$ cat src/rtl/vmerge_pkg.sv
package vmerge_pkg;

   typedef enum logic [0:0] {
      SEQ_IDLE = 1'b0,
      SEQ_RUN  = 1'b1
   } seq_state_e;

   typedef struct packed {
      logic polarity;
      logic scalar_mode;
   } merge_ctl_t;

endpackage

$ cat src/rtl/vmerge_seq.sv
module vmerge_seq
   import vmerge_pkg::*;
#(
   parameter int MAX_VL = 64,
   parameter int IDX_W  = $clog2(MAX_VL),
   parameter int LEN_W  = $clog2(MAX_VL + 1)
) (
   input  logic             clk,
   input  logic             rst_n,
   input  logic             start,
   input  logic [LEN_W-1:0] vlen,
   output logic             accept,
   output logic             busy,
   output logic             done,
   output logic [IDX_W-1:0] idx,
   output logic [LEN_W-1:0] len_q
);

   localparam logic [LEN_W-1:0] CAP = LEN_W'(MAX_VL);

   seq_state_e       state_q;
   logic [IDX_W-1:0] idx_q;
   logic             done_q;
   logic [LEN_W-1:0] len_clamped;
   logic             last_elem;

   assign accept      = start && (state_q == SEQ_IDLE);
   assign len_clamped = (vlen > CAP) ? CAP : vlen;
   assign last_elem   = (LEN_W'(idx_q) == (len_q - 1'b1));

   always_ff @(posedge clk) begin
      if (!rst_n) begin
         state_q <= SEQ_IDLE;
         idx_q   <= '0;
         len_q   <= '0;
         done_q  <= 1'b0;
      end else begin
         done_q <= 1'b0;
         unique case (state_q)
            SEQ_IDLE: begin
               if (accept) begin
                  len_q <= len_clamped;
                  idx_q <= '0;
                  if (len_clamped == '0) begin
                     done_q <= 1'b1;
                  end else begin
                     state_q <= SEQ_RUN;
                  end
               end
            end
            SEQ_RUN: begin
               if (last_elem) begin
                  state_q <= SEQ_IDLE;
                  done_q  <= 1'b1;
                  idx_q   <= '0;
               end else begin
                  idx_q <= idx_q + 1'b1;
               end
            end
            default: state_q <= SEQ_IDLE;
         endcase
      end
   end

   assign busy = (state_q == SEQ_RUN);
   assign done = done_q;
   assign idx  = idx_q;

endmodule

$ cat src/rtl/vmerge_capture.sv
module vmerge_capture
   import vmerge_pkg::*;
#(
   parameter int MAX_VL = 64,
   parameter int DW     = 64
) (
   input  logic              clk,
   input  logic              rst_n,
   input  logic              accept,
   input  logic [MAX_VL-1:0] mask,
   input  merge_ctl_t        ctl,
   input  logic [DW-1:0]     scalar,
   output logic [MAX_VL-1:0] mask_q,
   output merge_ctl_t        ctl_q,
   output logic [DW-1:0]     scalar_q
);

   always_ff @(posedge clk) begin
      if (!rst_n) begin
         mask_q   <= '0;
         ctl_q    <= '0;
         scalar_q <= '0;
      end else if (accept) begin
         mask_q   <= mask;
         ctl_q    <= ctl;
         scalar_q <= scalar;
      end
   end

endmodule

$ cat src/rtl/vmerge_pick.sv
module vmerge_pick
   import vmerge_pkg::*;
#(
   parameter int DW         = 64,
   parameter bit HAS_SCALAR = 1'b1
) (
   input  logic          mask_bit,
   input  merge_ctl_t    ctl,
   input  logic [DW-1:0] scalar_q,
   input  logic [DW-1:0] a_elem,
   input  logic [DW-1:0] b_elem,
   output logic [DW-1:0] result
);

   logic [DW-1:0] first_op;
   logic          take_first;

   generate
      if (HAS_SCALAR) begin : g_scalar
         assign first_op = ctl.scalar_mode ? scalar_q : a_elem;
      end else begin : g_vec_only
         logic unused_scalar;
         assign unused_scalar = ctl.scalar_mode ^ (^scalar_q);
         assign first_op = a_elem;
      end
   endgenerate

   assign take_first = (mask_bit == ctl.polarity);
   assign result     = take_first ? first_op : b_elem;

endmodule

$ cat src/rtl/vmerge_unit.sv
module vmerge_unit
   import vmerge_pkg::*;
#(
   parameter int MAX_VL     = 64,
   parameter int DW         = 64,
   parameter bit HAS_SCALAR = 1'b1,
   parameter int IDX_W      = $clog2(MAX_VL),
   parameter int LEN_W      = $clog2(MAX_VL + 1)
) (
   input  logic              clk,
   input  logic              rst_n,
   input  logic              start,
   input  logic [LEN_W-1:0]  vlen,
   input  logic [MAX_VL-1:0] mask,
   input  logic              polarity,
   input  logic              scalar_mode,
   input  logic [DW-1:0]     scalar,
   output logic [IDX_W-1:0]  src_a_idx,
   input  logic [DW-1:0]     src_a_data,
   output logic [IDX_W-1:0]  src_b_idx,
   input  logic [DW-1:0]     src_b_data,
   output logic              wr_en,
   output logic [IDX_W-1:0]  wr_idx,
   output logic [DW-1:0]     wr_data,
   output logic              busy,
   output logic              done
);

   generate
      if (MAX_VL < 2) begin : g_bad_len
         $error("vmerge_unit: MAX_VL must be at least 2");
      end
      if ((1 << IDX_W) != MAX_VL) begin : g_bad_pow2
         $error("vmerge_unit: MAX_VL must be a power of two");
      end
      if (DW < 1) begin : g_bad_dw
         $error("vmerge_unit: DW must be positive");
      end
   endgenerate

   logic              accept;
   logic              run;
   logic [IDX_W-1:0]  cur_idx;
   logic [LEN_W-1:0]  cur_len;
   logic [MAX_VL-1:0] cur_mask;
   merge_ctl_t        cur_ctl;
   logic [DW-1:0]     cur_scalar;
   merge_ctl_t        ctl_in;

   assign ctl_in.polarity    = polarity;
   assign ctl_in.scalar_mode = scalar_mode;

   vmerge_seq #(
      .MAX_VL (MAX_VL),
      .IDX_W  (IDX_W),
      .LEN_W  (LEN_W)
   ) u_seq (
      .clk    (clk),
      .rst_n  (rst_n),
      .start  (start),
      .vlen   (vlen),
      .accept (accept),
      .busy   (run),
      .done   (done),
      .idx    (cur_idx),
      .len_q  (cur_len)
   );

   vmerge_capture #(
      .MAX_VL (MAX_VL),
      .DW     (DW)
   ) u_cap (
      .clk      (clk),
      .rst_n    (rst_n),
      .accept   (accept),
      .mask     (mask),
      .ctl      (ctl_in),
      .scalar   (scalar),
      .mask_q   (cur_mask),
      .ctl_q    (cur_ctl),
      .scalar_q (cur_scalar)
   );

   vmerge_pick #(
      .DW         (DW),
      .HAS_SCALAR (HAS_SCALAR)
   ) u_pick (
      .mask_bit (cur_mask[cur_idx]),
      .ctl      (cur_ctl),
      .scalar_q (cur_scalar),
      .a_elem   (src_a_data),
      .b_elem   (src_b_data),
      .result   (wr_data)
   );

   assign src_a_idx = cur_idx;
   assign src_b_idx = cur_idx;
   assign wr_en     = run;
   assign wr_idx    = cur_idx;
   assign busy      = run;

endmodule

$ cat config.mk
export PLATFORM = sky130hd
export DESIGN_NAME = vmerge_unit
export DESIGN_NICKNAME = d
export VERILOG_FILES = /design/src/rtl/vmerge_pkg.sv /design/src/rtl/vmerge_seq.sv /design/src/rtl/vmerge_capture.sv /design/src/rtl/vmerge_pick.sv /design/src/rtl/vmerge_unit.sv
export SDC_FILE = /design/constraint.sdc
export NUM_CORES = 1
export LEC_CHECK = 0
export CAP_MARGIN = 10
export CORE_ASPECT_RATIO = 0.9
export CORE_MARGIN = 2
export CORE_UTILIZATION = 38
export CTS_BUF_LIST = sky130_fd_sc_hd__clkbuf_4
export DETAILED_ROUTE_END_ITERATION = 16
export GPL_TIMING_DRIVEN = 0
export PLACE_DENSITY = 0.73
export SLEW_MARGIN = 20
export SYNTH_ARGS = -nofsm -noshare
export SYNTH_HDL_FRONTEND = slang
export SYNTH_HIERARCHICAL = 1
export SYNTH_SLANG_ARGS = --single-unit
$ cat constraint.sdc
create_clock -name clk -period 4.9 [get_ports clk]
set_input_delay 1.225 -clock clk [delete_from_list [all_inputs] [get_ports clk]]
set_output_delay 1.225 -clock clk [all_outputs]
set_load 0.1 [all_outputs]
### Yosys cells after proc, flatten, opt, wreduce, memory -nomap -nowiden

Index checks and enable logic that the tools add are counted.

* $add $sub $neg: 2
* multipliers: 0
* divide/modulo/power cells: 0
* magnitude comparators: 2
* equal/unequal tests: 3
* shifts and indexed selects: 0
* muxes and demuxes: 16
* bitwise gates (word level): 1
* reduce and logical (&&, ||, !) cells: 3

Operator list (count)
* $mux W64: 2
* $mux W6: 2
* $pmux W6 S2: 1
* $eq A6 B7 Y1: 1
* $gt A7 B7 Y1 const B: 1
* $logic_not A7 Y1: 1
* $lt A6 B7 Y1 const B: 1
* $mux W1: 7
* $mux W7: 1
* $sub A7 B1 Y7 const B: 1
* $add A6 B1 Y6 const B: 1
* $bmux W1 S6: 1
* $pmux W1 S2: 2
* $ne A2 B2 Y1 const B: 1
* $reduce_and A2 Y1: 1
* $eq A1 B1 Y1: 1
* $logic_and A1 B1 Y1: 1
* $not A1 Y1: 1

* bits in registers: 145
* latch bits: 0
* memory bits (writable): 0
* bits in read-only memories: 0
* bits of input ports: 268
* output and inout port bits: 85
* logic and storage cells: 35
* memories kept: 0

### Logic depth before layout (Yosys ltp)

* depth after elaboration: 6
* mapped depth: 10
* gate-level depth less buffers: 8

### By module

Netlist, hierarchy kept.

Modules (own cells, without submodules)
* vmerge_capture: instances 1, cells an instance 419, area an instance 5021.1 sq um, sequential area each 2602.5 sq um
* vmerge_pick: instances 1, cells an instance 142, area an instance 1825.5 sq um, sequential area each 0.0 sq um
* vmerge_seq: instances 1, cells an instance 108, area an instance 912.1 sq um, sequential area each 300.3 sq um
* vmerge_unit: instances 1, cells an instance 75, area an instance 698.2 sq um, sequential area each 0.0 sq um

### Worst setup path after synthesis

Ideal clock, no wire load.

* path type: register to output
* start: register u_seq.idx_q[0] (netlist: u_seq/idx[0])
* end: output port wr_data[10]
* arrival time: 3.557 ns
* slack: 0.118 ns
* stages on the path, launching flop included: 10
* path buffers: 2
* cell sequence: dfxtp_1 buf_6 mux4_2 o2111ai_1 nand3_1 a211oi_2 a211oi_2 xnor2_4 buf_8 mux2_4

* cells in the longest elaborated chain, start to end: 4

Ends and longest elaborated chain
* start, declared: line vmerge_seq.sv:22 `logic [IDX_W-1:0] idx_q;`
* start signal, assigned: line vmerge_seq.sv:57 `idx_q <= idx_q + 1'b1;`
* $bmux W1 S6: line vmerge_unit.sv:88 `.mask_bit (cur_mask[cur_idx]),`
* $mux W1 (implied by the code): line vmerge_unit.sv:88
* $eq A1 B1 Y1: line vmerge_pick.sv:28 `assign take_first = (mask_bit == ctl.polarity);`
* $mux W64: line vmerge_pick.sv:29 `assign result = take_first ? first_op : b_elem;`
* end, declared: line vmerge_unit.sv:24 `output logic [DW-1:0] wr_data,`

No other way between the ends. The select of a mux whose other input is x is not followed.

### Final worst setup path

* start: register u_seq.idx_q[0] (netlist: u_seq/idx[0])
* end: output port wr_data[63]

The elaborated chain is that of the path after synthesis.

==> summary.txt <==
Synthesis
  • Most common cell in the synthesized netlist: dfxtp_1
  • Asr flop ratio synth: 0%
  • Commonest cells in the netlist: dfxtp_1 (145), mux2i_1 (136), nor2b_1 (133), mux2_2 (70), mux2_4 (60)
  • Multiplexer share of the synthesized area: 39.3%
  • Sequential area share after synthesis: 34.3%
  • Area share of fa/ha/maj cells after synthesis: less than 1%
  • Top cell type's share of synthesized area: approximately a third
  • Ys Warns: 6
  • Largest family of logic cells by synthesized area: multiplexers
  • Seq cells post-synth: 145
  • EDFF count, synth: 0
  • Leading area contributor after synthesis: dfxtp_1
  • Syn Inst Count: 744
  • Synth cell types: between 50 and 60
  • Mapped Area: roughly 0.0085 mm2
  • Synth Area in Compound Gates: 3.65%
  • Syn_nets: just over 1,000
  • Syn avg cell area: approximately 11 um2
  • Simple-gate portion of the synthesized area: roughly 14%
  • XOR/XNOR Fraction of Synth Area: under 10%
  • Most area-consuming cells after synthesis: dfxtp_1 (34%), mux2i_1 (16%), mux2_4 (11%)
  • Ys flop type: dfxtp_1

Cells and area
  • Fill count: between 1,500 and 2,000
  • Area occupied by multi-input gates: 0.00493 mm2
  • Final #Nets: between 1,000 and 1,500
  • Post-route cell area: around 0.013 mm2
  • FF+latch area: 0.00291 mm2
  • Share of layout cells above drive strength 1: between 20% and 30%
  • Non-Filler Instances: about 1,400
  • Syn-to-layout area delta: 48.6%
  • Final Core Density: 57.8%

Power and ir drop
  • Lkg Pwr: roughly 5.1 nW
  • Clock share of power: a little over a fifth
  • Gate power share: a little under half
  • Switching Power: 1.55 mW
  • Power Density: about 300 mW/mm2
  • Sw Ratio: approximately two fifths
  • Reg power frac: 33.3%
  • VDD IR-drop max: between 150 and 200 uV
  • Total power: between 3 and 4 mW
  • Pint: 2.32 mW

Global route
  • Antenna violations before repair: 5
  • Largest net degree at the start of global routing: 17
  • First-pass GRT wire length: about 38,000 um
  • Total track usage: between 20% and 30%
  • Number of global-route vias before repair: approximately 6,700
  • Gr ovfl total: 0

CTS
  • Worst-Skew Late Latency: ~0.55 ns
  • Total CTS buffers: 17
  • CTS Sinks: ~150
  • Root Buffer: clkbuf_4
  • Clk slew on worst S/H paths: 0.13 ns
  • CTS tree: done
  • Hold_buf cts: 0
  • Max Root-Sink Buffers: 2
  • H-tree levels: 4

Die
  • FP Rows: 51
  • Die area: between 0.02 and 0.025 mm2
  • Initial Utilization: 38.9%
  • Die X: roughly 160 um
  • Core ar.: around 0.022 mm2
  • Io pins: 353
  • Die height: 146 um

Route
  • DR vias/cell: between 4 and 5
  • TritonRoute pass-1 iters: 4
  • Wire per inst: 17.8 um
  • Vias: ~6,700
  • Antenna Nets Post-Route: 0
  • Post-route DRC violation count: 0
  • DR iter-0 viols: around 340
  • Post-Route WL: around 25,000 um

Timing
  • Setup-failing EPs final: 0
  • Min cycle time layout: 4.69 ns
  • Setup WS post-layout: ~0.21 ns
  • Layout Skew: between 0.015 and 0.02 ns
  • Hold Vio Cnt, Final: 0
  • Final Cycle Share: between 90% and 100%
  • Max Slew Vio Count: 0
  • Worst slew pin tran: just over 1 ns
  • F_max: 213 MHz
  • Slew margin rel.: ~33%

Placement
  • DP HPWL: approximately 20,000 um
  • # port buffers: ~350
  • Routability-driven placement congestion ratio: around 0.83
  • Pre-CTS setup slack: -0.514 ns
  • Cell Area, Placed: 0.0123 mm2
  • Dpl cells: 1,387

Worst setup path
  • Worst Path Required: about 3.7 ns
  • CP max-delay cell: mux4_2
  • Crit end category: primary output
  • CP max stage delay: 0.51 ns
  • Critical Path, Cell by Cell: buf_12 > mux4_2 > o2111ai_1 > nand3_1 > a211oi_2 > a211oi_4 > xnor2_4 > buf_12 > buf_4 > mux2_2 > buf_2
  • Most frequent CP cell: buf_12
  • Setup crit start kind: flip-flop
  • WS Path Type: reg -> out
  • CP arrival: ~3.5 ns
  • Largest fanout on the critical path: 10

Min path
  • Hold Path Class: reg -> reg

Status
  • Outcome: complete, no violations

Job
  • Max-Cap Viols: 0
[layout make-up]
class | instances | share of cell area (%)
Timing Repair Buffer | 357 | 27.1
Inverter | 10 | 0.299
Sequential cell | 145 | 23.2
Clock buffer | 20 | 1.19
Clock inverter | 12 | 1.26
Antenna cell | 2 | 0.0398
Buffer | 65 | 4.79
Tap cell | 291 | 2.90
Multi-Input combinational cell | 524 | 39.3
[routing by layer]
metal	global-route usage, %	vias to the layer above	routed length (um)
met3	6.41	25	1800
met2	36.0	209	12300
met5	0	-	37
li1	-	3365	-
met4	5.22	6	339
met1	26.1	3108	10900
[per-stage QoR]
step	TNS (ns)	hold WS, ns
2_1_floorplan	0	0.460
3_3_place_gp	-28.84	0.489
3_5_place_dp	-28.05	0.498
6_report	0	0.514
5_1_grt	-0.0302	0.546
4_1_cts	0	0.515
[sequential cells by signal, summed over array words and instances, names as in the netlist]
name,cells
u_seq/busy,1
u_seq/len_q,7
u_cap/ctl_q,2
u_cap/scalar_q,64
u_seq/done,1
u_cap/mask_q,64
u_seq/idx,6
[power groups by stage]
| stage | sequential [mW] | clock, mW | combinational (mW) |
|---|---|---|---|
| final | 1.29 | 0.832 | 1.75 |
| after global routing | 1.30 | 0.917 | 1.82 |
| after CTS | 1.29 | 0.865 | 1.71 |
| after detailed placement | 1.32 | 0 | 1.76 |
| after global placement | 1.32 | 0 | 1.76 |
| after floorplan | 1.33 | 0 | 1.27 |
[critical path, delay by kind of cell, from the launching register on]
family	cells	cell delay (ns)
flip-flops	1	0.42
AO/OA/AOI/OAI	3	0.55
AND/OR/NAND/NOR	1	0.14
buffers and inverters	4	0.88
multiplexers	2	0.71
XOR/XNOR	1	0.18
[logic make-up after synthesis]
group / Yosys count
AO/OA/AOI/OAI: 37
XOR/XNOR: 10
adder cells (fa/ha/maj): 2
buffers and inverters: 75
flip-flops: 145
multiplexers: 278
AND/OR/NAND/NOR: 197
[final timing paths]
path,startpoint,end,slack [ns],cells past startpoint
hold / removal,u_seq/len_q[5],u_seq/len_q[5],0.51,2
setup / recovery,u_seq/idx[0],wr_data[63],0.21,11
setup reg to reg,u_seq/len_q[0],u_seq/idx[0],2.62,9
hold reg to reg,u_seq/len_q[5],u_seq/len_q[5],0.51,2
[cell usage in the layout, fill, tap and decap left out, types with 3 or more instances in the layout]
master	Yosys	routed
buf_12	11	13
nor2b_1	133	133
inv_1	9	9
xnor2_1	6	6
bufinv_16	0	3
nand2_1	19	19
nand3_1	6	6
mux4_2	11	12
a22oi_1	3	3
mux2_2	70	70
buf_8	6	6
o21ai_0	3	3
mux2i_1	136	136
mux2_4	60	60
clkbuf_1	16	14
and3_1	4	4
a21boi_0	7	7
xor2_1	3	3
dfxtp_1	145	143
clkdlybuf4s50_1	0	288
a22o_1	3	3
buf_4	17	83
nor2_1	11	11
buf_2	13	14
clkinvlp_4	0	4
nor4_1	4	4
nor3_1	4	4
clkbuf_4	0	21
nand3b_1	7	7
[repair_timing]
| action | in CTS | in global routing |
|---|---|---|
| setup buffers | 3 | 2 |
| pin swaps | 1 | 1 |
| setup endpoints to repair | 64 | 64 |
| resized for setup | 334 | 113 |
Note: power is estimated with default switching activity, not from simulation.
